`src/rtl/aes_ks_pkg.sv`:
```
package aes_ks_pkg;
  localparam int BYTE_W = 8;
  localparam int WORD_W = 32;
  localparam int N_WORDS = 4;
  localparam int KEY_W = WORD_W * N_WORDS;
  localparam int ROUND_W = 4;
  localparam int N_ROUNDS = 10;

  function automatic logic [7:0] gf_xtime(input logic [7:0] a);
    return {a[6:0], 1'b0} ^ (a[7] ? 8'h1b : 8'h00);
  endfunction

  function automatic logic [7:0] gf_mul(input logic [7:0] a, input logic [7:0] b);
    logic [7:0] acc, sh;
    acc = '0;
    sh  = a;
    for (int i = 0; i < 8; i++) begin
      if (b[i]) acc = acc ^ sh;
      sh = gf_xtime(sh);
    end
    return acc;
  endfunction

  // x^254 equals the multiplicative inverse (and maps 0 to 0)
  function automatic logic [7:0] gf_inv(input logic [7:0] x);
    logic [7:0] sq, res;
    sq  = x;
    res = 8'h01;
    for (int k = 1; k < 8; k++) begin
      sq  = gf_mul(sq, sq);
      res = gf_mul(res, sq);
    end
    return res;
  endfunction

  function automatic logic [7:0] rotl8(input logic [7:0] v, input int n);
    return (v << n) | (v >> (8 - n));
  endfunction

  function automatic logic [7:0] sbox_fwd(input logic [7:0] x);
    logic [7:0] b;
    b = gf_inv(x);
    return b ^ rotl8(b, 1) ^ rotl8(b, 2) ^ rotl8(b, 3) ^ rotl8(b, 4) ^ 8'h63;
  endfunction

  // rcon(r) = 2^(r-1) in GF(2^8)
  function automatic logic [7:0] rcon_of(input logic [ROUND_W-1:0] r);
    logic [7:0] c;
    c = 8'h01;
    for (int i = 2; i <= N_ROUNDS; i++)
      if (i <= int'(r)) c = gf_xtime(c);
    return c;
  endfunction
endpackage

```
`src/rtl/aes_ks_round_fold.sv`:
```
module aes_ks_round_fold
  import aes_ks_pkg::*;
#(
  parameter int IMM_W = 5
) (
  input  logic [IMM_W-1:0]   imm_i,
  output logic [ROUND_W-1:0] rnd_o,
  output logic [7:0]         rcon_o
);
  logic [ROUND_W-1:0] nib;
  logic               in_range;

  assign nib      = imm_i[ROUND_W-1:0];
  assign in_range = (nib >= ROUND_W'(1)) && (nib <= ROUND_W'(N_ROUNDS));
  assign rnd_o    = in_range ? nib : (nib ^ ROUND_W'(8));
  assign rcon_o   = rcon_of(rnd_o);
endmodule

```
`src/rtl/aes_ks_sub_word.sv`:
```
module aes_ks_sub_word
  import aes_ks_pkg::*;
(
  input  logic [WORD_W-1:0] word_i,
  output logic [WORD_W-1:0] word_o
);
  localparam int N_BYTES = WORD_W / BYTE_W;

  for (genvar g = 0; g < N_BYTES; g++) begin : g_byte
    assign word_o[g*BYTE_W +: BYTE_W] = sbox_fwd(word_i[g*BYTE_W +: BYTE_W]);
  end
endmodule

```
`src/rtl/aes_ks_step.sv`:
```
module aes_ks_step
  import aes_ks_pkg::*;
#(
  parameter int IMM_W = 5
) (
  input  logic             clk_i,
  input  logic             rst_ni,
  input  logic             valid_i,
  input  logic [KEY_W-1:0] key_i,
  input  logic [IMM_W-1:0] imm_i,
  output logic             valid_o,
  output logic [KEY_W-1:0] key_o
);
  logic [ROUND_W-1:0] rnd_w;
  logic [7:0]         rcon_w;
  logic [WORD_W-1:0]  k3, rot_w, sub_w, temp_w;
  logic [KEY_W-1:0]   next_w;

  aes_ks_round_fold #(.IMM_W(IMM_W)) u_fold (
    .imm_i (imm_i),
    .rnd_o (rnd_w),
    .rcon_o(rcon_w)
  );

  assign k3    = key_i[(N_WORDS-1)*WORD_W +: WORD_W];
  assign rot_w = {k3[BYTE_W-1:0], k3[WORD_W-1:BYTE_W]};

  aes_ks_sub_word u_sub (
    .word_i(rot_w),
    .word_o(sub_w)
  );

  assign temp_w = sub_w ^ {{(WORD_W-8){1'b0}}, rcon_w};

  // XOR chain across the words
  assign next_w[WORD_W-1:0] = key_i[WORD_W-1:0] ^ temp_w;
  for (genvar w = 1; w < N_WORDS; w++) begin : g_chain
    assign next_w[w*WORD_W +: WORD_W] =
      key_i[w*WORD_W +: WORD_W] ^ next_w[(w-1)*WORD_W +: WORD_W];
  end

  always_ff @(posedge clk_i or negedge rst_ni) begin
    if (!rst_ni) begin
      valid_o <= 1'b0;
      key_o   <= '0;
    end else begin
      valid_o <= valid_i;
      if (valid_i) key_o <= next_w;
    end
  end

  a_r2_valid_follows: assert property (@(posedge clk_i) disable iff (!rst_ni)
    valid_i |=> valid_o);
  a_r2_valid_drops: assert property (@(posedge clk_i) disable iff (!rst_ni)
    !valid_i |=> !valid_o);
  a_r8_key_holds: assert property (@(posedge clk_i) disable iff (!rst_ni)
    !valid_i |=> $stable(key_o));
  a_r7_top_pair: assert property (@(posedge clk_i) disable iff (!rst_ni)
    valid_i |=> ((key_o[127:96] ^ key_o[95:64]) == $past(key_i[127:96])));
  a_r4_round_legal: assert property (@(posedge clk_i) disable iff (!rst_ni)
    valid_i |-> (rnd_w >= 4'd1 && rnd_w <= 4'd10 &&
                 (imm_i & 5'h07) == {2'b00, rnd_w[2:0]}));
  a_r5_rcon_shape: assert property (@(posedge clk_i) disable iff (!rst_ni)
    valid_i |-> ($onehot(rcon_w) || rcon_w == 8'h1b || rcon_w == 8'h36));
endmodule

```
`config.mk`:
```
export PLATFORM = sky130hd
export DESIGN_NAME = aes_ks_step
export DESIGN_NICKNAME = d
export VERILOG_FILES = /design/src/rtl/aes_ks_pkg.sv /design/src/rtl/aes_ks_round_fold.sv /design/src/rtl/aes_ks_sub_word.sv /design/src/rtl/aes_ks_step.sv
export SDC_FILE = /design/constraint.sdc
export NUM_CORES = 2
export LEC_CHECK = 0
export BUFFER_PORTS_ARGS = -buffer_cell sky130_fd_sc_hd__buf_2
export CAP_MARGIN = 20
export CORE_UTILIZATION = 67
export CTS_BUF_LIST = sky130_fd_sc_hd__clkbuf_4 sky130_fd_sc_hd__clkbuf_8
export CTS_CLUSTER_DIAMETER = 30
export DETAILED_ROUTE_END_ITERATION = 8
export GPL_TIMING_DRIVEN = 0
export PLACE_DENSITY_LB_ADDON = 0.15
export REMOVE_ABC_BUFFERS = 1
export SYNTH_ARGS = -nofsm -noshare
export SYNTH_HDL_FRONTEND = slang
export SYNTH_SLANG_ARGS = --single-unit
```
`constraint.sdc`:
```
create_clock -name clk_i -period 1 [get_ports clk_i]
set_clock_uncertainty 0.05 [all_clocks]
set_input_delay 0.1 -clock clk_i [delete_from_list [all_inputs] [get_ports clk_i]]
set_output_delay 0.1 -clock clk_i [all_outputs]
set_load 0.01 [all_outputs]
```
==> results of run 1 <==
[metrics by stage]
step	setup WS (ns)	setup TNS [ns]
after CTS	-12.92	-1577.56
after detailed placement	-21.99	-2468.32
after global placement	-26.03	-3293.75
after floorplan	-18.50	-2163.50
[cell families after synthesis]
logic type	share of synthesized area, %
flip-flops	4.951
multiplexers	6.014
buffers and inverters	4.387
AO/OA/AOI/OAI	16.75
AND/OR/NAND/NOR	19.00
adder cells (fa/ha/maj)	0.4490
XOR/XNOR	48.46
[metal layers]
metal	GRT overflow	global-route usage, %
met5	0	14.80
met3	0	44.27
met2	6	89.03
met1	0	69.23
met4	12	61.39
[what timing repair did]
item / 4_1_cts
buffers inserted: 952
gates resized for setup: 1520
hold endpoints to repair: 233
setup endpoints to repair: 257
hold buffers: 75
cloned: 25
pin swaps: 673
==> results.py, run 1 <==
metrics = {
    "logic_synthesis": {
        "synth_seq_cells": 129,
        "synth_most_common_cell": "xnor2_1",
        "netlist_top_cells_area": "xnor2_1 (21%), xnor3_1 (15%), nor2_1 (6.9%)",
        "cell_area_synth_um2": 65200,
        "ys_top_cells_by_count": "xnor2_1 (1530), nor2_1 (1190), nand2_1 (758)",
        "synthFlopType": "dfrtp_1",
        "synth_largest_type_area_fraction_pct": 20.55,
        "number_of_synthesized_flops_with_an_enable_pin": 0,
        "fraction_of_synthesis_flops_using_an_asynchronous_set_or_reset_pin_pct": 100.0,
        "synth.lib_cells_used.distinct": 115,
        "ys_warn_count": 0,
        "instance_count_of_the_mapped_netlist": 8359,
        "synth_area_per_inst_um2": 7.800,
        "synth-seq-area-share_pct": 4.951,
        "netlist.top_cell.by_area": "xnor2_1",
    },
    "floorplan": {
        "die-width_um": 314.0,
        "floorplan.initialDensity_pct": 67.52,
        "num_io_pins": 265,
        "die_height_um": 314.0,
        "num_rows": 114,
    },
    "placement": {
        "postPlaceCellArea_um2": 68150,
        "dp_hpwl_um": 144400,
        "placed_cells_incl_taps": 9468,
        "place_congestion": 0.9880,
        "portBuffers": 263,
    },
    "global_routing": {
        "pin_count_of_the_biggest_net_entering_global_routing": 80,
        "global_route_usage_over_all_layers_pct": 66.83,
        "globalRoute.totalOverflow": 18,
    },
    "run_status": {
        "stop_stage": "5_1_grt",
        "toolErrorMsg": "[ERROR GRT-0232] Routing congestion too high. Check the congestion heatmap in the GUI.",
        "status": "did not finish",
    },
    "cts": {
        "clock_sink_count": 129,
        "cts_made_buffers": 17,
        "cts_buffer_depth": 2,
        "max_h_tree_level": 4,
        "clock_tree.root_cell": "clkbuf_8",
    },
}
==> run 2, diff against run 1 <==
--- a/config.mk
+++ b/config.mk
@@ -7,9 +7,7 @@
 export LEC_CHECK = 0
 export BUFFER_PORTS_ARGS = -buffer_cell sky130_fd_sc_hd__buf_2
 export CAP_MARGIN = 20
-export CORE_UTILIZATION = 67
-export CTS_BUF_LIST = sky130_fd_sc_hd__clkbuf_4 sky130_fd_sc_hd__clkbuf_8
-export CTS_CLUSTER_DIAMETER = 30
+export CORE_UTILIZATION = 40
 export DETAILED_ROUTE_END_ITERATION = 8
 export GPL_TIMING_DRIVEN = 0
 export PLACE_DENSITY_LB_ADDON = 0.15
==> results.py, run 2 <==
metrics = {
    "run_status": {
        "status": "finished, violations left",
        "violations_in_the_final_reports": "hold timing, setup timing",
    },
    "floorplan": {
        "num_rows": 147,
        "die-width_um": 405.7,
        "dieArea_um2": 164600,
        "design.core.area_um2": 161100,
        "die_height_um": 405.7,
        "num_io_pins": 265,
        "floorplan.initialDensity_pct": 40.47,
    },
    "critical_path": {
        "worst_path_largest_cell_delay_ns": 0.52,
        "critPathMaxFanout": 9,
        "criticalPathCategory": "input pin to flop",
        "reg2reg_depth": 3,
        "setup.worst_path.start_class": "input pin",
        "worst-endpoint-required_ns": 1.40,
        "crit_path_frequent_cell": "xnor3_2",
        "reg2reg_from": "key_o[109]",
        "regToRegSetupSlack_ns": 0.01,
        "worstPathArrival_ns": 14.23,
        "timing.rr.end": "key_o[109]",
        "worst_path_max_delay_cell": "xnor3_2",
        "cp-end-kind": "flop",
    },
    "sta": {
        "timing.fmax_mhz": 72.32,
        "grt_setup_unrepaired": "yes",
        "max_slew_margin_pct": 9.541,
        "timing.final.ws_setup_ns": -12.83,
        "total_negative_slack_ns": -1618.84,
        "setup-violations-final": 257,
        "least_margin_pin_slew_ns": 1.343,
        "min_period_ns": 13.83,
        "finalMaxSlewViolations": 0,
        "finalCritPeriodShare_pct": 1383,
        "finalHoldViolations": 135,
        "whs_ns": -0.6143,
    },
    "finish": {
        "largest_registers": "key_o x128, valid_o x1",
        "ff_latch_area_um2": 3229,
        "final_common_cell": "buf_4",
        "area.growth.synth_to_final_pct": 45.09,
        "filler_instances": 13640,
        "commonest_cells_after_routing_fill_and_taps_aside": "buf_4 (1134), nor2_1 (1104), xnor2_1 (1049)",
        "nNetsFinal": 9828,
        "largest_reg_by_ff_count": "key_o",
        "multi_input_area_um2": 71260,
        "largest_register_ff_count": 128,
        "finish.utilization_pct": 58.71,
        "final_layout_size_suffix_gt1_share_pct": 36.20,
    },
    "routing": {
        "wl_um": 255300,
        "drc_violation_count_after_routing": 0,
        "routed-via-count": 68900,
        "number_of_vias_per_cell_after_detailed_routing": 5.817,
        "drtAntennaViolNets": 0,
        "post_drt_wl_per_cell_um": 21.55,
        "firstDrtPassIters": 9,
        "starting_drt_drc_count": 6534,
    },
    "placement": {
        "dp_hpwl_um": 161600,
        "place_congestion": 0.8860,
        "portBuffers": 263,
    },
    "logic_synthesis": {
        "ys_top_cells_by_count": "xnor2_1 (1530), nor2_1 (1190), nand2_1 (758)",
        "synth.lib_cells_used.distinct": 115,
        "number_of_synthesized_flops_with_an_enable_pin": 0,
        "synthFlopType": "dfrtp_1",
        "cell_area_synth_um2": 65200,
        "netlist.top_cell.by_area": "xnor2_1",
        "instance_count_of_the_mapped_netlist": 8359,
        "netlist_top_cells_area": "xnor2_1 (21%), xnor3_1 (15%), nor2_1 (6.9%)",
        "synth_area_per_inst_um2": 7.800,
        "ys_warn_count": 0,
        "synth_largest_type_area_fraction_pct": 20.55,
        "synth-seq-area-share_pct": 4.951,
        "synth_seq_cells": 129,
        "fraction_of_synthesis_flops_using_an_asynchronous_set_or_reset_pin_pct": 100.0,
        "synth_most_common_cell": "xnor2_1",
    },
    "cts": {
        "clock_sink_count": 129,
        "clock_insertion_delay_worst_skew_ns": 0.57,
        "clk_transition_reported_paths_ns": 0.07,
        "max_h_tree_level": 4,
        "cts_made_buffers": 17,
        "cts_buffer_depth": 2,
        "clock_tree_from_tritoncts": "yes",
        "cts_hold_repair.buffers": 63,
        "clock_tree.root_cell": "clkbuf_16",
    },
    "worst_hold_path": {
        "class_of_the_tightest_hold_or_removal_check": "input pin to async pin",
    },
    "global_routing": {
        "grt_first_pass_wirelength_um": 386200,
        "globalRoute.totalOverflow": 0,
        "global_route_usage_over_all_layers_pct": 29.53,
        "first_global_vias": 65150,
        "antenna_found_initial": 8,
        "pin_count_of_the_biggest_net_entering_global_routing": 83,
    },
    "run": {
        "cap_viol_max_count": 0,
    },
}
run 2: cell counts after synthesis:
No cell type changed its count.
run 2: final cells by class:
cell class              count  share of cell area (%)
clock inverters            11                  0.1627
diodes                      2                0.005291
inverters                 113                  0.5238
clock buffers              21                  0.4867
repair buffers           1840                   17.20
flip-flops and latches    129                   3.414
repair inverters            5                 0.02910
multi-input cells        7565                   75.33
well taps                2160                   2.857
run 2: stage by stage:
step	hold WS (ns)	worst slack, ns	cell area [um2]	cells
after floorplan	-0.2456	-18.50	62770	7787
after global placement	0.3842	-26.94	66780	10210
after detailed placement	-0.02091	-21.99	69680	10370
after CTS	-0.6565	-12.66	89520	11550
after global routing	-0.6117	-13.26	94600	11850
final	-0.6143	-12.83	94600	11850
run 2: how the worst max path moves through the flow:
stage | from | end | slack, ns | cells past startpoint
floorplan | key_i[104] | key_o[103] | -18.50 | 55
global route | key_i[111] | key_o[103] | -13.26 | 65
finish | key_i[111] | key_o[98] | -12.83 | 64
global placement | key_i[103] | key_o[88] | -26.94 | 47
detailed placement | key_i[111] | key_o[103] | -21.99 | 59
CTS | key_i[111] | key_o[98] | -12.66 | 65
run 2: kinds of logic (layout without fill, tap and decap cells):
kind of cell / Yosys count / after routing / synth area share [%]
AOI/OAI and AO/OA: 1680 / 1680 / 16.75
muxes: 369 / 369 / 6.014
buffers and inverters: 685 / 1990 / 4.387
and+or+nand+nor: 2819 / 2822 / 19.00
DFF: 129 / 129 / 4.951
adders and majority gates: 24 / 24 / 0.4490
xor gates and xnor gates: 2653 / 2670 / 48.46
other: 0 / 2 / 0
run 2: timing repair:
action / in CTS / in global routing
hold endpoints to repair: 199 / 134
setup buffers: 1052 / 291
endpoints found under the setup margin: 257 / 257
pin swaps: 714 / 317
gates resized for setup: 1610 / 520
gates cloned: 27 / 2
run 2: per-layer routing:
layer	GRT usage [%]	up-vias	part of all wire [%]	wire, um
met4	7.733	6	2.4	6159
met3	4.321	398	8.1	20690
met1	41.19	33620	43	109800
met2	47.40	3206	46	118700
li1	-	31680	-	-
met5	0	-	0.014	35
run 2: critical path, delay by kind of cell:
kind	cells	cell delay (ns)
buffers and inverters	16	2.02
multiplexers	3	0.74
XOR/XNOR	29	7.77
adder cells (fa/ha/maj)	2	0.58
AND/OR/NAND/NOR	7	1.15
AO/OA/AOI/OAI	7	1.83
Power of run 2 is not shown: default switching activity piles up to over one toggle a cycle in this logic, so the estimate is an artifact.
